### src/rtl/chop_pkg.sv
package chop_pkg;

    typedef enum logic [2:0] {
        ST_IDLE,
        ST_ARM,
        ST_DRIVE,
        ST_SWAP,
        ST_OFF_GAP,
        ST_RECIRC,
        ST_BACK_GAP
    } chop_st_e;

    // bit order {hi_a, lo_a, hi_b, lo_b}
    typedef struct packed {
        logic hi_a;
        logic lo_a;
        logic hi_b;
        logic lo_b;
    } gates_t;

    localparam gates_t GATES_OFF = '0;

    function automatic gates_t drive_pattern(input logic fwd);
        gates_t g = GATES_OFF;
        if (fwd) begin
            g.hi_a = 1'b1;
            g.lo_b = 1'b1;
        end else begin
            g.hi_b = 1'b1;
            g.lo_a = 1'b1;
        end
        return g;
    endfunction

    // pattern held during either dead gap of the off-time
    function automatic gates_t gap_pattern(input logic fwd, input logic slow);
        gates_t g = GATES_OFF;
        if (slow) begin
            if (fwd) g.hi_a = 1'b1;
            else     g.hi_b = 1'b1;
        end
        return g;
    endfunction

    function automatic gates_t recirc_pattern(input logic fwd, input logic slow);
        gates_t g = GATES_OFF;
        if (slow) begin
            g.hi_a = 1'b1;
            g.hi_b = 1'b1;
        end else if (fwd) begin
            g.lo_a = 1'b1;
        end else begin
            g.lo_b = 1'b1;
        end
        return g;
    endfunction

    function automatic gates_t decode(input chop_st_e st, input logic fwd, input logic slow);
        case (st)
            ST_DRIVE:    return drive_pattern(fwd);
            ST_OFF_GAP:  return gap_pattern(fwd, slow);
            ST_RECIRC:   return recirc_pattern(fwd, slow);
            ST_BACK_GAP: return gap_pattern(fwd, slow);
            default:     return GATES_OFF;
        endcase
    endfunction

endpackage

### src/rtl/chop_timer.sv
module chop_timer #(
    parameter int W = 4
) (
    input  logic         clk,
    input  logic         rst,
    input  logic         load,
    input  logic [W-1:0] load_val,
    output logic         zero
);
    logic [W-1:0] cnt_q;

    always_ff @(posedge clk) begin
        if (rst)               cnt_q <= '0;
        else if (load)         cnt_q <= load_val;
        else if (cnt_q != '0)  cnt_q <= cnt_q - 1'b1;
    end

    assign zero = (cnt_q == '0);
endmodule

### src/rtl/chop_seq.sv
module chop_seq
    import chop_pkg::*;
#(
    parameter int DEAD_CYC  = 3,
    parameter int BLANK_CYC = 4,
    parameter int PW        = 3,
    parameter int OW        = 6
) (
    input  logic          clk,
    input  logic          rst,
    input  logic          en,
    input  logic          trip,
    input  logic          fwd,
    input  logic          slow,
    input  logic [OW-1:0] toff_len,
    input  logic          ph_zero,
    input  logic          off_zero,
    output logic          ph_load,
    output logic [PW-1:0] ph_val,
    output logic          off_load,
    output logic [OW-1:0] off_val,
    output gates_t        gates_q
);
    localparam logic [PW-1:0] DEAD_LD  = PW'(DEAD_CYC - 1);
    localparam logic [PW-1:0] BLANK_LD = PW'(BLANK_CYC);

    chop_st_e st_q, st_d;
    logic     fwd_q, fwd_d;
    logic     slow_q, slow_d;

    always_comb begin
        st_d     = st_q;
        fwd_d    = fwd_q;
        slow_d   = slow_q;
        ph_load  = 1'b0;
        ph_val   = DEAD_LD;
        off_load = 1'b0;
        off_val  = (toff_len == '0) ? '0 : toff_len - 1'b1;
        if (!en) begin
            st_d = ST_IDLE;
        end else begin
            case (st_q)
                ST_IDLE: begin
                    st_d    = ST_ARM;
                    ph_load = 1'b1;
                end
                ST_ARM, ST_SWAP: begin
                    if (ph_zero) begin
                        st_d    = ST_DRIVE;
                        fwd_d   = fwd;
                        ph_load = 1'b1;
                        ph_val  = BLANK_LD;
                    end
                end
                ST_DRIVE: begin
                    if (fwd != fwd_q) begin
                        st_d    = ST_SWAP;
                        ph_load = 1'b1;
                    end else if (trip && ph_zero) begin
                        st_d     = ST_OFF_GAP;
                        slow_d   = slow;
                        off_load = 1'b1;
                        ph_load  = 1'b1;
                    end
                end
                ST_OFF_GAP: begin
                    if (ph_zero) st_d = ST_RECIRC;
                end
                ST_RECIRC: begin
                    if (off_zero) begin
                        st_d    = ST_BACK_GAP;
                        ph_load = 1'b1;
                    end
                end
                ST_BACK_GAP: begin
                    if (ph_zero) begin
                        st_d    = ST_DRIVE;
                        ph_load = 1'b1;
                        ph_val  = BLANK_LD;
                    end
                end
                default: st_d = ST_IDLE;
            endcase
        end
    end

    always_ff @(posedge clk) begin
        if (rst) begin
            st_q    <= ST_IDLE;
            fwd_q   <= 1'b0;
            slow_q  <= 1'b0;
            gates_q <= GATES_OFF;
        end else begin
            st_q    <= st_d;
            fwd_q   <= fwd_d;
            slow_q  <= slow_d;
            gates_q <= decode(st_d, fwd_d, slow_d);
        end
    end


    latched_mode_chk: assert property (@(posedge clk) disable iff (rst)
        (st_q == ST_RECIRC && $past(st_q) == ST_RECIRC) |-> $stable(slow_q));
endmodule

### src/rtl/chop_ctrl.sv
module chop_ctrl
    import chop_pkg::*;
#(
    parameter int DEAD_CYC  = 3,
    parameter int BLANK_CYC = 4,
    parameter int TOFF_W    = 6
) (
    input  logic              clk,
    input  logic              rst,
    input  logic              en,
    input  logic              trip,
    input  logic              fwd,
    input  logic              slow_decay,
    input  logic [TOFF_W-1:0] toff_len,
    output logic              gh_a,
    output logic              gl_a,
    output logic              gh_b,
    output logic              gl_b
);
    localparam int PH_MAX = (DEAD_CYC - 1 > BLANK_CYC) ? DEAD_CYC - 1 : BLANK_CYC;
    localparam int PW     = $clog2(PH_MAX + 2);
    localparam int CW     = $clog2(DEAD_CYC + 1);

    logic              ph_load, ph_zero, off_load, off_zero;
    logic [PW-1:0]     ph_val;
    logic [TOFF_W-1:0] off_val;
    gates_t            gates;

    chop_timer #(.W(PW)) ph_tmr_i (
        .clk(clk), .rst(rst), .load(ph_load), .load_val(ph_val), .zero(ph_zero)
    );

    chop_timer #(.W(TOFF_W)) off_tmr_i (
        .clk(clk), .rst(rst), .load(off_load), .load_val(off_val), .zero(off_zero)
    );

    chop_seq #(
        .DEAD_CYC(DEAD_CYC), .BLANK_CYC(BLANK_CYC), .PW(PW), .OW(TOFF_W)
    ) seq_i (
        .clk(clk), .rst(rst), .en(en), .trip(trip), .fwd(fwd), .slow(slow_decay),
        .toff_len(toff_len), .ph_zero(ph_zero), .off_zero(off_zero),
        .ph_load(ph_load), .ph_val(ph_val), .off_load(off_load), .off_val(off_val),
        .gates_q(gates)
    );

    assign gh_a = gates.hi_a;
    assign gl_a = gates.lo_a;
    assign gh_b = gates.hi_b;
    assign gl_b = gates.lo_b;

    logic [3:0] gv;
    assign gv = {gh_a, gl_a, gh_b, gl_b};


    no_shoot_a_chk: assert property (@(posedge clk) disable iff (rst) !(gh_a && gl_a));

    no_shoot_b_chk: assert property (@(posedge clk) disable iff (rst) !(gh_b && gl_b));

    no_dual_low_chk: assert property (@(posedge clk) disable iff (rst) !(gl_a && gl_b));

    disable_off_chk: assert property (@(posedge clk) disable iff (rst) !en |=> (gv == 4'b0000));

    // off-run counter per gate; partner in the same leg is bit index ^ 1
    for (genvar i = 0; i < 4; i++) begin : g_gap
        logic [CW-1:0] offrun_q;
        always_ff @(posedge clk) begin
            if (rst)                            offrun_q <= '0;
            else if (gv[i])                     offrun_q <= '0;
            else if (offrun_q != CW'(DEAD_CYC)) offrun_q <= offrun_q + 1'b1;
        end

        dead_gap_chk: assert property (@(posedge clk) disable iff (rst)
            $rose(gv[i ^ 1]) |-> (offrun_q == CW'(DEAD_CYC)));
    end
endmodule

### config.mk
export PLATFORM = sky130hd
export DESIGN_NAME = chop_ctrl
export DESIGN_NICKNAME = d
export VERILOG_FILES = /design/src/rtl/chop_pkg.sv /design/src/rtl/chop_timer.sv /design/src/rtl/chop_seq.sv /design/src/rtl/chop_ctrl.sv
export SDC_FILE = /design/constraint.sdc
export NUM_CORES = 1
export LEC_CHECK = 0
export ABC_CLOCK_PERIOD_IN_PS = 1930
export CORE_MARGIN = 2
export CORE_UTILIZATION = 49
export DETAILED_ROUTE_END_ITERATION = 8
export GPL_TIMING_DRIVEN = 1
export PLACE_DENSITY_LB_ADDON = 0.12
export SYNTH_ARGS = -nofsm -noshare
export SYNTH_HDL_FRONTEND = slang
export SYNTH_SLANG_ARGS = --single-unit
### constraint.sdc
create_clock -name clk -period 1.93 [get_ports clk]
set_input_delay 0.386 -clock clk [delete_from_list [all_inputs] [get_ports clk]]
set_output_delay 0.386 -clock clk [all_outputs]
set_load 0.03 [all_outputs]
-- Word-level counts from Yosys, hierarchy flattened
Cells that the tools add are included.
- register bits after elaboration: 18
- bits of input ports: 12
- logic and storage cells: 75
- output and inout port bits: 4
- mux-type cells: 40
- reductions and logical operators: 12
- equality and inequality tests: 11
- add/sub/neg operators: 3
- operators with widths (kind ; count):
    $mux 3 ; 11
    $mux 1 ; 22
    $eq 3x3->1 const B ; 6
    $mux 6 ; 3
    $pmux 3 s5 ; 1
    $logic_not 6->1 ; 2
    $pmux 4 s3 ; 1
    $sub 6x1->6 const B ; 2
    $eq 3x2->1 const B ; 3
    $logic_not 3->1 ; 2
    $reduce_bool 6->1 ; 1
    $pmux 1 s4 ; 1
    $reduce_bool 2->1 ; 2
    $reduce_or 2->1 ; 2
    $eq 3x1->1 const B ; 1
    $reduce_bool 3->1 ; 1
    $reduce_or 3->1 ; 1
    $sub 3x1->3 const B ; 1
    $mux 2 ; 1
    $logic_and 1x1->1 ; 1
    $ne 1x1->1 ; 1

-- Logic depth before layout (Yosys ltp)
- word-level depth: 9
- depth in mapped cells: 9
- depth with buffers taken out: 8

-- Hierarchy
Synthesis repeated with hierarchy kept, for this count alone.
- cells, all modules: 167
- area, all modules: 1433.9 sq um
- by module, submodules not included (module ; instances ; area each (sq um) ; cells each):
    chop_seq ; 1 ; 832.0 ; 99
    chop_timer at off_tmr_i ; 1 ; 395.4 ; 46
    chop_timer at ph_tmr_i ; 1 ; 206.4 ; 22

-- Worst setup path after synthesis
OpenSTA, ideal clock, no wires.
- kind: register -> register
- start point: register off_tmr_i.cnt_q[0]
- end point: register seq_i.gates_q[0] (netlist bit)
- arrival: 1.864 ns
- library setup time: 0.125 ns
- setup slack: -0.059 ns
- stages on the path, launching flop included: 9
- required time: 1.805 ns
- path through: dfxtp_1 > inv_1 > ha_1 > or3b_4 > nor3_4 > a21oi_2 > nor3_2 > mux2i_1 > nor2_1
- longest elaborated chain between the ends: 7
- elaborated cells on any way between the ends: 10
- ends and longest elaborated chain (element ; line ; source):
    start: declaration ; chop_timer.sv:10 ; logic [W-1:0] cnt_q;
    start signal: assignment ; chop_timer.sv:14 ; else if (load) cnt_q <= load_val;
    start signal: assignment ; chop_timer.sv:15 ; else if (cnt_q != '0) cnt_q <= cnt_q - 1'b1;
    $logic_not 6->1 * ; chop_timer.sv:18 ; assign zero = (cnt_q == '0);
    $mux 3 * ; chop_seq.sv:70 ; if (off_zero) begin
    $pmux 3 s5 * ; chop_seq.sv:42 ; case (st_q)
    $mux 3 * ; chop_seq.sv:39 ; if (!en) begin
    $eq 3x3->1 ; chop_pkg.sv:59 ; case (st)
    $reduce_or 2->1 (no source line) ; -- ;
    $pmux 4 s3 * ; chop_pkg.sv:59 ;
    end signal: assignment ; chop_seq.sv:97 ; gates_q <= decode(st_d, fwd_d, slow_d);
    end: declaration ; chop_seq.sv:22 ; output gates_t gates_q
Mark *: on every way between the ends. The rest lies on a longest branch, timed or not.
A chain may end at the register's enable or synchronous reset.

-- Worst setup path in the final report
- start point: register off_tmr_i.cnt_q[0]
- end point: register seq_i.gates_q[3] (netlist bit)
Same word-level chain as after synthesis.

==> summary.md <==
| Metric | Value |
|---|---|
| Result of the run | finished, violations left |
| Violated checks | negative setup slack |
| P per Cell Area | 1004 nW/um2 |
| Via density | 5.423 |
| FMAX | 0.5103 GHz |
| Post-synth top area share | 28.54% |
| Worst hold start | ph_tmr_i.cnt_q[0] |
| Final total negative setup slack | -0.07828 ns |
| Yosys warning total | 0 |
| Antenna diode instance count | 0 |
| Routability Congestion | 0.7968 |
| Count of nets after finishing | 215 |
| Layout Cell Area excl Fill | 1717 um2 |
| Capturing point of the worst reg2reg path | seq_i.gates_q[3] |
| Maximum level of the CTS H-tree | 1 |
| Synth top area cells | dfxtp_1 29%, nor2_1 8.3%, ha_1 5.0% |
| Min-delay worst type | reg -> reg |
| Worst-case reg-to-reg path depth | 8 |
| Worst voltage drop across the vdd grid | 1067 uV |
| Switch Pwr | 0.6655 mW |
| Hold Buf Count CTS | 0 |
| Total length of routed met2 wires | 1611 um |
| Reg-to-reg setup timing slack | -0.03 ns |
| Port Buffers | 15 |
| # clock sinks | 18 |
| Count of mapped cells out of synthesis | 158 |
| Arrival time of the worst setup path | 2.13 ns |
| Biggest fanout along the worst timing path | 4 |
| Total routing resource utilization after global routing | 23.12% |
| Switching part of the total | 38.62% |
| Final hold slack | 0.5866 ns |
| Clock network fraction of design power | 13.5% |
| Number of placed instances, taps included | 221 |
| Flops & latches, synth | 18 |
| Final cell count without fillers | 227 |
| RSZ-0062 raised after global routing | yes |
| DR vias | 1231 |
| Netlist cell types | 45 |
| Number of filler instances in the final layout | 212 |
| Sequential share of the synthesized area | 28.54% |
| Initial drt markers | 27 |
| Type of element capturing the critical path | flop |
| DR pass1 iterations | 4 |
| Drt total wl | 3153 um |
| FF-to-FF Start | off_tmr_i.cnt_q[0] |
| Commonest cells in the netlist | 28 x nor2_1, 18 x dfxtp_1, 12 x nand2_1, 11 x a21oi_1, 9 x inv_1 |
| Sum of met3 wire segment lengths after detailed routing | 85 um |
| Static Leakage | 0.6716 nW |
| Cell type with the largest total area after synthesis | dfxtp_1 |
| Max Slew Vio Count | 0 |
| Transition time at the pin with the least slew margin | 0.3845 ns |
| CTS Buffer Depth | 2 |
| Worst setup path startpoint | off_tmr_i.cnt_q[0] |
| Worst skew pair latency | 0.29 ns |
| Fraction of final layout cells with drive strength greater than 1 | 26.40% |
| Power Internal | 1.058 mW |
| Number of buffers added by the clock tree synthesis step | 3 |
| Dominant register cell in the synthesized netlist | dfxtp_1 |
| Tot Pwr | 1.723 mW |
| Setup CP Type | reg -> reg |
| Clk Tree Root Cell | clkbuf_4 |
| Last element of the critical path | seq_i.gates_q[3] |
| Number of hold violations in the final report | 0 |
| Most used standard cell by instance count after synthesis | nor2_1 |
| Setup WS post-layout | -0.02964 ns |
| Logic gate share of total power | 56.1% |
| Post-placement cell area | 1604 um2 |
| Mean Syn Cell Area | 7.990 um2 |
| Number of endpoints failing setup at the final stage | 4 |
| Post-detailed-placement half-perimeter wirelength | 2429 um |
| Launching element type of the critical path | flop |
| Net count after synthesis | 175 |
| Area enclosed by the die boundary | 2999 um2 |
| Io pins | 16 |
| Synth-to-Final Area Change | 35.98% |
| Area of the mapped netlist | 1262 um2 |
| Number of max-cap violations | 0 |
| Count of antenna-violating nets left after detailed routing | 0 |
| Core Area | 2455 um2 |
| Fraction of registers with async set/reset | 0% |
| FP Rows | 18 |
| Remaining DRCs | 0 |
| Wire length of the first global-routing pass | 5057 um |
| Post-synth EDFFs | 0 |
| TritonCTS clock tree | yes |
| Worst slew margin | 73.63% |
| Pin count of the biggest net entering global routing | 12 |
| Largest clock skew in the final design | 0.004135 ns |
| Required time reported for the critical path endpoint | 2.10 ns |
| Post-CTS clock slew at the launch and capture registers of the worst setup and hold paths | 0.11 ns |
| Die Height | 54.76 um |
| M1 wire length | 1440 um |
| Portion of total power attributed to sequential cells | 30.4% |
| Global route total overflow | 0 |
| Initial core utilization | 51.43% |
| Horizontal extent of the die | 54.76 um |
| Final cycle utilization of the critical path | 101.5% |
| Via count of the first global-routing pass | 1220 |
| Time the worst path needs with I/O delays and setup | 1.960 ns |
| Highest metal layer used by the detailed router | met4 |
| Antenna violations before repair | 0 |
| Routed wire per std cell | 13.89 um |
## what timing repair did
action                     in CTS  in global routing
gates resized for setup         6                  7
setup buffers                   3                  0
pin swaps                       4                  3
setup endpoints to repair       7                  6
## registers in the layout, summed over array words and instances (netlist names)
| name | cells |
|---|---|
| seq_i.st_q | 3 |
| off_tmr_i.cnt_q | 6 |
| seq_i.gates_q | 4 |
| ph_tmr_i.cnt_q | 3 |
| seq_i.fwd_q | 1 |
| seq_i.slow_q | 1 |
## cell families (layout without fill, tap and decap cells)
group	after synthesis	count (layout)	share of synthesized area (%)
AND/OR/NAND/NOR	73	73	31.81
AO/OA/AOI/OAI	29	29	15.76
flip-flops	18	18	28.54
buffers and inverters	16	55	6.342
XOR/XNOR	10	10	6.938
multiplexers	7	7	5.649
adder cells (fa/ha/maj)	5	5	4.955
## layout make-up
type | instances | area, um2 | area share, %
sequential | 18 | 361.6 | 21.06
multi-input combinational | 124 | 894.6 | 52.11
tap | 30 | 37.54 | 2.187
clock buffer | 4 | 36.28 | 2.114
timing repair buffer | 42 | 352.8 | 20.55
inverter | 9 | 33.78 | 1.968
## how the worst min path moves through the flow
stage / end / cells past startpoint
after CTS: ph_tmr_i.cnt_q[0] / 2
after detailed placement: ph_tmr_i.cnt_q[0] / 2
final: ph_tmr_i.cnt_q[0] / 2
after global placement: ph_tmr_i.cnt_q[0] / 2
after global routing: ph_tmr_i.cnt_q[0] / 2
after floorplan: seq_i.st_q[2] / 1
## cell usage in the layout (no fill, tap or decap), drive strengths merged, types with 2 or more instances in the layout
cell type,n
mux2i,6
a211oi,2
clkbuf,4
dfxtp,18
a21oi,13
xor2,3
a31oi,2
inv,9
nor3b,3
ha,5
nor2,28
o21ai,4
clkdlybuf4s50,15
nand3,4
xnor2,7
buf,27
nand2,12
nor4,3
nor3,10
nor2b,3
nand2b,3
## metal layers
layer | GRT usage, % | vias up
met4 | 3.750 | 0
met2 | 43.65 | 15
met5 | 0 | -
met1 | 27.59 | 591
met3 | 3.279 | 2
li1 | - | 623
## power by group through the flow
stage,combinational (mW),clock (mW),sequential (mW)
2_1_floorplan,0.587,0,0.505
3_3_place_gp,0.827,0,0.512
3_5_place_dp,0.861,0,0.517
4_1_cts,0.920,0.239,0.515
5_1_grt,1.06,0.256,0.532
6_report,0.967,0.232,0.524
## per-stage QoR
stage	worst slack (ns)	util [%]
2_1_floorplan	-0.004921	-
3_5_place_dp	-0.3081	65.34
3_3_place_gp	-0.2581	65.34
5_1_grt	-0.1236	69.93
6_report	-0.02964	69.93
4_1_cts	-0.05908	68.40
## critical path, cell delays in order, from the launching register on
cell and delay [ns]:
dfxtp_2 0.34, inv_2 0.08, ha_4 0.14, or3b_4 0.42, nor3_4 0.16, a21oi_2 0.09, nor3_2 0.17, mux2i_2 0.35
a21oi_1 0.08
Power figures use the tool's default switching activity.
